File: src/rtl/mac_pkg.sv
package mac_pkg;
  localparam int INSN_W = 32;
  localparam int REG_AW = 4;
  localparam logic [REG_AW-1:0] PC_REG = 4'hF;

  typedef enum logic { FMT_A = 1'b0, FMT_B = 1'b1 } fmt_e;

  // decoded view of one instruction word
  typedef struct packed {
    logic [REG_AW-1:0] dst;
    logic [REG_AW-1:0] src_n;
    logic [REG_AW-1:0] src_m;
    logic [REG_AW-1:0] src_a;
    logic              set_nz;
    logic              bad_pat;
    logic              unpred;
    logic              is_mul;
  } dec_t;

  // per-stage control carried down the pipe
  typedef struct packed {
    logic              wr;
    logic              upd;
    logic              ill;
    logic              unp;
    logic              mul;
    logic [REG_AW-1:0] dst;
  } ctl_t;
endpackage

File: src/rtl/mac_decode.sv
module mac_decode
  import mac_pkg::*;
(
  input  logic [INSN_W-1:0] insn,
  input  fmt_e              fmt,
  output dec_t              dec
);
  logic pat_ok;
  logic any15;
  logic a_is15;

  always_comb begin
    dec    = '0;
    pat_ok = 1'b0;
    if (fmt == FMT_A) begin
      dec.dst    = insn[19:16];
      dec.src_a  = insn[15:12];
      dec.src_m  = insn[11:8];
      dec.src_n  = insn[3:0];
      dec.set_nz = insn[20];
      pat_ok     = (insn[31:28] != 4'hF) && (insn[27:21] == 7'b0000001) &&
                   (insn[7:4] == 4'b1001);
    end else begin
      dec.src_n  = insn[19:16];
      dec.src_a  = insn[15:12];
      dec.dst    = insn[11:8];
      dec.src_m  = insn[3:0];
      pat_ok     = (insn[31:20] == 12'hFB0) && (insn[7:4] == 4'b0000);
    end
    any15  = (dec.dst == PC_REG) || (dec.src_n == PC_REG) || (dec.src_m == PC_REG);
    a_is15 = (dec.src_a == PC_REG);
    // priority: pattern failure, then plain-multiply form, then unpredictable
    dec.bad_pat = !pat_ok;
    dec.is_mul  = pat_ok && (fmt == FMT_B) && a_is15;
    dec.unpred  = pat_ok && !dec.is_mul && (any15 || ((fmt == FMT_A) && a_is15));
    if (!pat_ok) dec.set_nz = 1'b0;
  end
endmodule

File: src/rtl/mac_arith.sv
module mac_arith #(
  parameter int DATA_W = 32
) (
  input  logic [DATA_W-1:0] mul_x,
  input  logic [DATA_W-1:0] mul_y,
  input  logic [DATA_W-1:0] add_z,
  output logic [DATA_W-1:0] sum
);
  // only the low half of the product reaches the result, so the
  // multiplier is sized to DATA_W; sign treatment does not matter here
  logic [DATA_W-1:0] prod_lo;

  always_comb begin
    prod_lo = mul_x * mul_y;
    sum     = prod_lo + add_z;
  end
endmodule

File: src/rtl/mac_flags.sv
module mac_flags #(
  parameter int DATA_W = 32
) (
  input  logic              clk,
  input  logic              rst_n,
  input  logic              upd,
  input  logic [DATA_W-1:0] res,
  output logic              flag_n,
  output logic              flag_z,
  output logic              flag_c,
  output logic              flag_v
);
  logic n_q, z_q, c_q, v_q;
  logic n_d, z_d, c_d, v_d;

  always_comb begin
    n_d = n_q;
    z_d = z_q;
    c_d = c_q;
    v_d = v_q;
    if (upd) begin
      n_d = res[DATA_W-1];
      z_d = (res == '0);
    end
  end

  always_ff @(posedge clk or negedge rst_n) begin
    if (!rst_n) begin
      n_q <= 1'b0;
      z_q <= 1'b0;
      c_q <= 1'b0;
      v_q <= 1'b0;
    end else begin
      n_q <= n_d;
      z_q <= z_d;
      c_q <= c_d;
      v_q <= v_d;
    end
  end

  assign flag_n = n_q;
  assign flag_z = z_q;
  assign flag_c = c_q;
  assign flag_v = v_q;

  // carry and overflow are never touched by an update
  a_r7_cv_hold: assert property (@(posedge clk) disable iff (!rst_n)
    upd |=> $stable({flag_c, flag_v}));
  // without an update the N/Z pair holds
  a_r7_nz_hold: assert property (@(posedge clk) disable iff (!rst_n)
    !upd |=> $stable({flag_n, flag_z}));
endmodule

File: src/rtl/mac_exec_unit.sv
module mac_exec_unit
  import mac_pkg::*;
#(
  parameter int DATA_W = 32
) (
  input  logic              clk,
  input  logic              rst_n,
  input  logic              in_valid,
  input  logic              in_fmt,
  input  logic [INSN_W-1:0] in_insn,
  input  logic              cond_pass,
  output logic [REG_AW-1:0] rf_addr_n,
  output logic [REG_AW-1:0] rf_addr_m,
  output logic [REG_AW-1:0] rf_addr_a,
  input  logic [DATA_W-1:0] rf_data_n,
  input  logic [DATA_W-1:0] rf_data_m,
  input  logic [DATA_W-1:0] rf_data_a,
  output logic              wr_en,
  output logic [REG_AW-1:0] wr_addr,
  output logic [DATA_W-1:0] wr_data,
  output logic              rpt_illegal,
  output logic              rpt_unpred,
  output logic              rpt_mul,
  output logic              flag_n,
  output logic              flag_z,
  output logic              flag_c,
  output logic              flag_v
);
  // reset: asserted asynchronously, released on the clock
  logic rst_meta_q, rst_sync_q;
  always_ff @(posedge clk or negedge rst_n) begin
    if (!rst_n) {rst_sync_q, rst_meta_q} <= 2'b00;
    else        {rst_sync_q, rst_meta_q} <= {rst_meta_q, 1'b1};
  end

  dec_t dec;
  mac_decode u_dec (
    .insn (in_insn),
    .fmt  (fmt_e'(in_fmt)),
    .dec  (dec)
  );

  assign rf_addr_n = dec.src_n;
  assign rf_addr_m = dec.src_m;
  assign rf_addr_a = dec.src_a;

  // stage 1 next-state: outcome decided from decode and condition
  ctl_t s1_d, s1_q, s2_q, s3_q;
  always_comb begin
    s1_d = '0;
    if (in_valid) begin
      s1_d.ill = dec.bad_pat;
      s1_d.unp = dec.unpred;
      s1_d.mul = dec.is_mul;
      s1_d.wr  = cond_pass && !dec.bad_pat && !dec.unpred && !dec.is_mul;
      s1_d.upd = s1_d.wr && dec.set_nz;
      s1_d.dst = dec.dst;
    end
  end

  always_ff @(posedge clk or negedge rst_sync_q) begin
    if (!rst_sync_q) begin
      s1_q <= '0;
      s2_q <= '0;
      s3_q <= '0;
    end else begin
      s1_q <= s1_d;
      s2_q <= s1_q;
      s3_q <= s2_q;
    end
  end

  // stage 2: capture operands returned by the register file
  logic [DATA_W-1:0] opx_q, opy_q, opz_q;
  logic              ops_en;
  assign ops_en = s1_q.wr;
  always_ff @(posedge clk or negedge rst_sync_q) begin
    if (!rst_sync_q) begin
      opx_q <= '0;
      opy_q <= '0;
      opz_q <= '0;
    end else if (ops_en) begin
      opx_q <= rf_data_n;
      opy_q <= rf_data_m;
      opz_q <= rf_data_a;
    end
  end

  // stage 3: arithmetic result register
  logic [DATA_W-1:0] sum_c, sum_q;
  logic              sum_en;
  mac_arith #(.DATA_W(DATA_W)) u_arith (
    .mul_x (opx_q),
    .mul_y (opy_q),
    .add_z (opz_q),
    .sum   (sum_c)
  );
  assign sum_en = s2_q.wr;
  always_ff @(posedge clk or negedge rst_sync_q) begin
    if (!rst_sync_q)  sum_q <= '0;
    else if (sum_en)  sum_q <= sum_c;
  end

  mac_flags #(.DATA_W(DATA_W)) u_flags (
    .clk    (clk),
    .rst_n  (rst_sync_q),
    .upd    (s2_q.upd),
    .res    (sum_c),
    .flag_n (flag_n),
    .flag_z (flag_z),
    .flag_c (flag_c),
    .flag_v (flag_v)
  );

  assign wr_en       = s3_q.wr;
  assign wr_addr     = s3_q.dst;
  assign wr_data     = sum_q;
  assign rpt_illegal = s3_q.ill;
  assign rpt_unpred  = s3_q.unp;
  assign rpt_mul     = s3_q.mul;

  // one outcome per cycle at most
  a_r10_one_outcome: assert property (@(posedge clk) disable iff (!rst_sync_q)
    $onehot0({wr_en, rpt_illegal, rpt_unpred, rpt_mul}));
  // a write is preceded two cycles earlier by an operand capture
  a_r2_fixed_latency: assert property (@(posedge clk) disable iff (!rst_sync_q)
    wr_en |-> $past(ops_en, 2));
  // a failed condition never schedules a write
  a_r8_cond_gate: assert property (@(posedge clk) disable iff (!rst_sync_q)
    (in_valid && !cond_pass) |=> !s1_q.wr);
  // an unpredictable report leaves flags alone and writes nothing
  a_r6_unpred_quiet: assert property (@(posedge clk) disable iff (!rst_sync_q)
    rpt_unpred |-> (!wr_en && $stable({flag_n, flag_z})));
  // the plain-multiply report only comes from format B words
  a_r5_mul_from_b: assert property (@(posedge clk) disable iff (!rst_sync_q)
    s1_d.mul |-> in_fmt);
endmodule

File: config.mk
export PLATFORM = sky130hd
export DESIGN_NAME = mac_exec_unit
export DESIGN_NICKNAME = d
export VERILOG_FILES = /design/src/rtl/mac_pkg.sv /design/src/rtl/mac_decode.sv /design/src/rtl/mac_arith.sv /design/src/rtl/mac_flags.sv /design/src/rtl/mac_exec_unit.sv
export SDC_FILE = /design/constraint.sdc
export NUM_CORES = 1
export LEC_CHECK = 0
export BUFFER_PORTS_ARGS = -buffer_cell sky130_fd_sc_hd__buf_2
export CAP_MARGIN = 20
export CORE_UTILIZATION = 63
export DETAILED_ROUTE_END_ITERATION = 7
export GPL_TIMING_DRIVEN = 0
export HOLD_SLACK_MARGIN = 0.15
export PLACE_DENSITY = 0.85
export SLEW_MARGIN = 20
export SYNTH_ARGS = -nofsm -noshare
export SYNTH_HDL_FRONTEND = slang
export SYNTH_SLANG_ARGS = --single-unit
File: constraint.sdc
create_clock -name clk -period 5.3 [get_ports clk]
set_clock_uncertainty 0.1 [all_clocks]
set_input_delay 1.325 -clock clk [delete_from_list [all_inputs] [get_ports clk]]
set_output_delay 1.325 -clock clk [all_outputs]
set_load 0.05 [all_outputs]
==> results.md, run 1 <==
- The synthesized flop and latch total is 158.
- Dividing the detail-routed wire length by the instance count gives 23.6 µm.
- The clock latency of the later-clocked register in the worst-skew pair is 0.49 ns.
- The critical path is of the reg -> reg type.
- The number of enable flip-flop cells after synthesis is 0.
- Of the synthesized area, sequential elements account for 0.173.
- Setup repair after global routing could not meet its margin everywhere.
- The fmax is 0.124 GHz.
- The number of clock sinks is 158.
- The placeable core region is 35,700 µm².
- The die covers 37,100 µm².
- The share of final-layout standard cells stronger than drive strength 1 is 0.286.
- Across the run, the number of max-cap violations was 0.
- CTS built an H-tree with a depth of 4.
- The weighted congestion at the end of routability-driven global placement is 0.988.
- Cell internal power was estimated by the tool at 1.92 mW.
- The yosys synthesis warning count is 0.
- Of the post-synthesis cell area, the dominant cell type holds 0.383.
- In this run the clock root is driven by a sky130_fd_sc_hd__clkbuf_16.
- The most instantiated flip-flop cell in the synthesis netlist is sky130_fd_sc_hd__dfrtp_1.
- Entering global routing, the biggest net connects 60 pins.
- The floorplan has 69 rows.
- The TritonCTS clock tree is yes.
- The share of total power dissipated in the clock network is 0.480.
- After detailed routing, the number of remaining DRC violations is 16.
- The multi-input combinational cell area is 17,800 µm².
- The library cell used most frequently in the layout, excluding fill and tap cells, is sky130_fd_sc_hd__inv_1.
- The non-filler instance count after layout is 3,074.
- The count of fill cells added during filler insertion is 2,251.
- The mean area per synthesized cell is 9.97 µm².
- Once detail routing completed, the nets flagged for antenna violations numbered 0.
- The register area is 3990 µm².
- The routed design has 72,700 µm of wire.
- The class of the worst hold path is reg -> async.
- The final reports fail on design-rule violations, negative setup slack.
- The detailed placer's ending HPWL is 55,600 µm.
- The final worst-path cycle share is 1.53.
- The worst-case IR drop observed on VDD is 0.213 mV.
- The total power of the final layout is 2.69 mW.
- Yosys mapped the design onto 62 distinct sky130hd cell types.
- After synthesis the cells add up to 22,900 µm².
- Of the total power, combinational logic draws 0.066.
- The final number of max-transition violations is 0.
- No sink is reached through more buffers than the 2 on the longest clock path.
- The die is 193 µm wide.
- The number of failing hold endpoints at the final stage came to 0.
- In the layout the commonest cells are sky130_fd_sc_hd__inv_1 (439), sky130_fd_sc_hd__fa_1 (416), sky130_fd_sc_hd__and2_1 (346).
- The die is 193 µm tall.
- Power spread over the standard cell area amounts to 97.3 nW/µm².
- The detailed-routing iteration count for the pre-antenna-repair pass is 7.
- For this run the aggregate overflow at the end of global routing stands at 0.
- For the pin with the worst max-slew slack, the measured transition is 0.937 ns.
- After layout, the worst setup slack is -2.79 ns.
- After detailed routing, the number of vias per cell comes to 5.80.
- The via count of the first global-routing pass is 19.6k.
- By area the synthesized netlist is led by sky130_fd_sc_hd__fa_1 (38%), sky130_fd_sc_hd__dfrtp_1 (17%), sky130_fd_sc_hd__and2_1 (10%).
- At the worst endpoint, the arrival time is 8.38 ns.
- Prior to clock tree synthesis, the placed netlist has a worst setup slack of -3.33 ns.
- Compared with the post-synthesis result, the final layout area differs by 20.8%.
- The startpoint kind of the worst setup timing path is a register.
- The top cell type by total area after synthesis is sky130_fd_sc_hd__fa_1.
- The number of buffers created by CTS is 17.
- Counting tap cells, the placed design contains a total of 2,945 instances.
- The initial core utilization is 0.642.
- The share of total power dissipated in sequential elements is 0.454.
- Across every metal layer, demand over resource in global routing totals 0.409.
- The wire length of the first global-routing pass is 110,000 µm.
- The net count of the finished layout is 3,293.
- The static leakage is 13.7 nW.
- The setup TNS is -43.42 ns.
- The count of endpoints failing setup in the final report is 25.
- In the synthesized netlist the async set-or-reset flop fraction comes to 1.00.
- The initial antenna violation count was 1.
- The worst-path maximum fanout is 10.
- The switching part of the total power is 0.287.
- Subtracting the final worst setup slack from the clock period gives 8.09 ns.
- The clock input transition at the sequential cells of the worst setup and hold paths is 0.08 ns.
- The number of port buffers is 185.
- The worst slack on hold paths is 0.244 ns.
- The net switching power of the design is 0.772 mW.
- The run finished, with violations left.
- The first-iteration detailed-routing DRC count is 1,545.
- The number of top-level pins is 189.
- Headroom to the max-slew limit came out at 0.376.
- The cell count after synthesis came out at 2,295.
- The worst setup path is captured at a register.
- The data required time of the worst path is 5.59 ns.
- For this block, the via count after detailed routing is 17.8k.
==> timing repair <==
| item | in CTS | in global routing |
|---|---|---|
| endpoints found under the setup margin | 26 | 26 |
| pin swaps | 76 | 106 |
| buffers inserted | 73 | 34 |
| endpoints found under the hold margin | 5 | 0 |
| resized for setup | 258 | 159 |
| hold buffers | 1 | 0 |
==> synth_stat cells (4+ instances only) <==
master,count
sky130_fd_sc_hd__fa_1,438
sky130_fd_sc_hd__o211ai_1,5
sky130_fd_sc_hd__nor2b_1,7
sky130_fd_sc_hd__clkbuf_1,106
sky130_fd_sc_hd__a211oi_1,5
sky130_fd_sc_hd__buf_1,5
sky130_fd_sc_hd__inv_1,489
sky130_fd_sc_hd__and2_1,369
sky130_fd_sc_hd__dfrtp_1,158
sky130_fd_sc_hd__o21ai_1,5
sky130_fd_sc_hd__buf_4,6
sky130_fd_sc_hd__nand2b_1,4
sky130_fd_sc_hd__xor2_1,17
sky130_fd_sc_hd__nor3_1,8
sky130_fd_sc_hd__nand2_1,201
sky130_fd_sc_hd__ha_1,124
sky130_fd_sc_hd__mux2_2,108
sky130_fd_sc_hd__a21oi_1,32
sky130_fd_sc_hd__nand4_1,7
sky130_fd_sc_hd__nand4b_1,4
sky130_fd_sc_hd__mux2i_1,5
sky130_fd_sc_hd__o21a_1,6
sky130_fd_sc_hd__nor4_1,4
sky130_fd_sc_hd__xnor2_1,68
sky130_fd_sc_hd__a21o_1,9
sky130_fd_sc_hd__o21ai_0,31
sky130_fd_sc_hd__nand3_1,5
sky130_fd_sc_hd__nor2_1,23
==> flip-flops by register name, summed over array words and instances (netlist names), 4 cells and up <==
register,cells
opx_q,32
opy_q,32
opz_q,32
wr_data,32
s1_q,8
s2_q,8
wr_addr,4
==> final cells by class <==
| type | instances | share of cell area |
|---|---|---|
| diodes | 2 | 0.000181 |
| multi-input cells | 1532 | 0.645 |
| well taps | 461 | 0.0209 |
| inverters | 489 | 0.0667 |
| clock inverters | 15 | 0.00624 |
| repair buffers | 293 | 0.0710 |
| flip-flops and latches | 158 | 0.144 |
| clock buffers | 17 | 0.0154 |
| plain buffers | 107 | 0.0305 |
==> critical path, stage by stage, from the launching register on <==
cell and delay (ns):
sky130_fd_sc_hd__dfrtp_2 0.41, sky130_fd_sc_hd__buf_4 0.16, sky130_fd_sc_hd__clkbuf_8 0.18, sky130_fd_sc_hd__and2_1 0.16
sky130_fd_sc_hd__fa_1 0.47, sky130_fd_sc_hd__fa_1 0.52, sky130_fd_sc_hd__fa_1 0.50, sky130_fd_sc_hd__inv_1 0.09
sky130_fd_sc_hd__fa_1 0.54, sky130_fd_sc_hd__inv_1 0.05, sky130_fd_sc_hd__fa_1 0.48, sky130_fd_sc_hd__fa_2 0.41
sky130_fd_sc_hd__fa_2 0.60, sky130_fd_sc_hd__inv_2 0.05, sky130_fd_sc_hd__fa_1 0.50, sky130_fd_sc_hd__inv_2 0.05
sky130_fd_sc_hd__ha_4 0.30, sky130_fd_sc_hd__inv_4 0.06, sky130_fd_sc_hd__a211oi_2 0.22, sky130_fd_sc_hd__nand3_1 0.17
sky130_fd_sc_hd__nor4b_4 0.28, sky130_fd_sc_hd__nand4b_1 0.14, sky130_fd_sc_hd__or4_1 0.43, sky130_fd_sc_hd__or4b_4 0.55
sky130_fd_sc_hd__nor4_4 0.16, sky130_fd_sc_hd__nand4b_1 0.17, sky130_fd_sc_hd__o32ai_2 0.23
==> cell families (layout without fill, tap and decap cells) <==
logic type               count (synthesis)  in the layout  synth area share
buffers and inverters                  606            921             0.100
other                                    2              5          0.000328
AND/OR/NAND/NOR                        654            654             0.156
flip-flops                             158            158             0.173
XOR/XNOR                                86             86            0.0332
adder cells (fa/ha/maj)                562            562             0.451
AO/OA/AOI/OAI                          114            114            0.0316
multiplexers                           113            113            0.0553
==> stage by stage <==
stage / utilization / area (µm²)
after floorplan: - / 23200
after global placement: 0.694 / 24700
after detailed placement: 0.696 / 24800
after CTS: 0.755 / 26900
after global routing: 0.775 / 27600
final: 0.776 / 27700
==> power by group through the flow <==
stage          clock (mW)  sequential, mW  combinational (mW)
2_1_floorplan           0            1.27              0.0585
3_3_place_gp            0            1.27               0.136
3_5_place_dp            0            1.24               0.169
4_1_cts              1.30            1.22               0.175
5_1_grt              1.34            1.22               0.191
6_report             1.29            1.22               0.178
==> worst paths after layout <==
check | from | to | slack, ns | cells after the start
worst max-delay path | opy_q[1] | u_flags.flag_z | -2.79 | 26
worst min-delay path | rst_sync_q | opx_q[29] | 0.24 | 1
worst max register to register | opy_q[1] | u_flags.flag_z | -2.79 | 26
worst min register to register | rst_sync_q | opx_q[29] | 0.24 | 1
max in group asynchronous | rst_sync_q | opz_q[29] | 4.22 | 1
min in group clk | s1_q[0] | s2_q[0] | 0.25 | 0
==> layer usage <==
| metal | GRT usage | part of all wire |
|---|---|---|
| met4 | 0.258 | 0.071 |
| met2 | 0.640 | 0.46 |
| met1 | 0.522 | 0.37 |
| met5 | 0 | 0 |
| met3 | 0.0842 | 0.10 |
Note: power is estimated with default switching activity, not from simulation.
==> inputs of run 2 (changes only) <==
==> constraint.sdc (replaced) <==
create_clock -name clk -period 5.3 [get_ports clk]
set_clock_uncertainty 0.1 [all_clocks]
set_input_delay 0 -clock clk [delete_from_list [all_inputs] [get_ports clk]]
set_output_delay 0 -clock clk [all_outputs]
set_load 0.05 [all_outputs]
==> run 2 against run 1 <==
Against the previous run: the run still ends with design-rule violations, negative setup slack left; via count grew 5.7%; cell count grew 3.9%; die area is the same; combinational power grew 43%; sequential power is essentially flat; power grew 3.6%; worst setup slack lost 0.045 ns; clock power is essentially flat; hold slack lost 0.062 ns; critical path depth is the same; non-clock buffer count grew 122; count of clock-buffer cells in the layout is the same; critical path type unchanged; critical endpoint unchanged.
==> results.md, run 2 (same netlist as run 1, synthesis figures left out) <==
- The run finished, with violations left.
- The checks that failed: design-rule violations, negative setup slack.
- The worst ir drop on vdd is 0.216 mV.
- The library cells used most frequently in the layout, excluding fill and tap cells, are sky130_fd_sc_hd__inv_1 (444), sky130_fd_sc_hd__fa_1 (417), sky130_fd_sc_hd__and2_1 (341).
- Summed over all layers, the routed wires come to 79,000 µm.
- met2 is the most crowded layer.
- Input and output buffers added on the ports amount to 185.
- The share of final-layout standard cells stronger than drive strength 1 is 0.277.
- For the final routed database, the setup TNS stands at -44.85 ns.
- The maximum count of clock buffers along a single path is 2.
- For flop-to-flop paths, the worst setup slack is -2.83 ns.
- In the global route stage, met3 resource usage came out at 0.102.
- The TritonCTS clock tree is yes.
- Setup repair after global routing could not meet its margin everywhere.
- At the later pin of the worst-skew pair, clock insertion delay measures 0.49 ns.
- Measured in cells, the most critical reg-to-reg path has a length of 26.
- The fraction of met2 tracks used by global routing is 0.678.
- Among all stages on the critical path, the largest delay is contributed by sky130_fd_sc_hd__fa_2.
- The detail route stage leaves a number of antenna-violating nets equal to 0.
- For this run the aggregate overflow at the end of global routing stands at 0.
- The pin count of the biggest net entering global routing is 60.
- The final number of max-transition violations is 0.
- At the end of routability-driven placement, the weighted congestion stood at 0.988.
- In the routed layout, each cell is associated on average with a via count of 5.90.
- Buffers inserted during clock tree synthesis total 17.
- The max-capacitance violation count is 0.
- The average detailed-routed wire length per instance is 24.7 µm.
- The growth of design area from synthesis to finish is 26.4%.
- Overall power consumption after layout is estimated at 2.79 mW.
- At the placement stage, the worst setup path has a slack of -3.33 ns.
- Summed over all cells, the static leakage comes to 14.2 nW.
- The end point of the critical path is u_flags.flag_z.
- STA classifies the critical path endpoint as a register.
- For the worst setup path, the data required time is 5.60 ns.
- The initial core utilization is 0.642.
- The wire length of the first global-routing pass is 116,000 µm.
- The core region is 35,700 µm².
- The first-iteration detailed-routing DRC count is 1,619.
- The number of top-level pins is 189.
- The placed cell count is 2,945.
- After layout, the minimum clock period comes to 8.13 ns.
- The final-stage net count is 3,415.
- Data arrives at the worst endpoint at 8.43 ns.
- The dominant cell type by count on the critical path is sky130_fd_sc_hd__fa_1.
- The endpoint identified for the worst register-to-register timing path is u_flags.flag_z.
- After the flow finishes, the layout carries non-filler instances totaling 3,195.
- The count of endpoints failing setup in the final report is 25.
- The min-delay analysis places its worst path in the category in -> reg.
- The initialized floorplan defines 69 standard-cell rows.
- Derived from the worst setup path, the maximum achievable clock frequency is 0.123 GHz.
- The startpoint identified for the worst register-to-register timing path is opy_q[0].
- Detailed placement ended at an HPWL of 55,600 µm.
- Dividing total power by cell area gives a power density of 96.4 nW/µm².
- The startpoint kind of the worst setup timing path is a register.
- The detailed-routing iteration count for the pre-antenna-repair pass is 8.
- In the finished design, the share of the clock period the worst path needs comes to 1.53.
- The worst setup path is of the reg -> reg kind.
- Along the worst path, the maximum fanout reaches 10.
- The most common cell after layout, fill and taps aside is sky130_fd_sc_hd__inv_1.
- The headroom to the max-slew limit is 0.337.
- The tree is rooted in a sky130_fd_sc_hd__clkbuf_16.
- Across every metal layer, demand over resource in global routing totals 0.431.
- The critical path startpoint is opy_q[0].
- The routed layout has 18.8k vias.
- Clock-pin slew was measured on the worst setup and hold paths at 0.10 ns.
- The initial antenna violation count is 2.
- The via count of the first global-routing pass is 20.6k.
- The post-layout worst setup margin is -2.83 ns.
- The die covers 37,100 µm².
- The die is 193 µm wide.
- For this run, global-route usage on met1 was measured as 0.532.
- After routing the design area is 28,900 µm².
- After detailed routing, the number of remaining DRC violations is 8.
- In this design, the stage delay of the slowest critical-path cell is 0.59 ns.
- The number of levels the H-tree was split into is 4.
- At the pin with the least slew margin, the transition time is 0.994 ns.
- The number of failing hold endpoints at the final stage was 0.
- The overall die height is 193 µm.
- Once placement finished, the instance area stood at 24,800 µm².
- The clock net in this run drives a total of 158 sinks.
## run 2: power breakdown
part	internal (mW)	total, mW	switching, mW
clock network	0.634	1.31	0.678
logic	0.126	0.255	0.129
registers	1.21	1.22	0.00567
total	1.97	2.79	0.813
## run 2: through the flow
stage / hold WS (ns) / utilization
finish: 0.182 / 0.811
detailed placement: -0.308 / 0.696
global route: 0.199 / 0.811
global placement: -0.314 / 0.694
floorplan: -0.396 / -
CTS: 0.163 / 0.789
## run 2: worst min path at each step
stage / start / end / slack [ns] / cells past startpoint
after global placement: rst_n / rst_meta_q / -0.31 / 1
final: rf_data_m[18] / opy_q[18] / 0.18 / 3
after floorplan: rst_n / rst_meta_q / -0.40 / 0
after detailed placement: rst_n / rst_sync_q / -0.31 / 1
after CTS: rf_data_a[12] / opz_q[12] / 0.16 / 3
after global routing: rf_data_m[11] / opy_q[11] / 0.20 / 3
## run 2: routing by layer
metal,vias up,wire [µm]
li1,7634,-
met3,405,8930
met2,1400,36100
met4,0,6340
met1,9398,27700
met5,-,0
## run 2: repair_timing
item | 4_1_cts | 5_1_grt
cloned | 0 | 2
setup endpoints to repair | 26 | 26
hold endpoints to repair | 112 | 0
pin swaps | 76 | 103
resized for setup | 258 | 180
hold buffers | 121 | 0
setup buffers | 73 | 34
## run 2: cell type report
class,instances,area (µm²)
antenna,1,2.50
buffer,107,881
clock buffer,17,425
clock inverter,15,173
fill,2006,6730
inverter,489,1840
multi-input combinational,1532,17900
sequential,158,3990
tap,461,577
timing repair buffer,415,3180
## run 2: critical path, delay by kind of cell (launching register included)
family          cells  cell delay [ns]
fa+ha+maj           9             4.42
simple gates        8             1.96
buf+inv             7             0.54
flops               1             0.53
compound gates      2             0.47
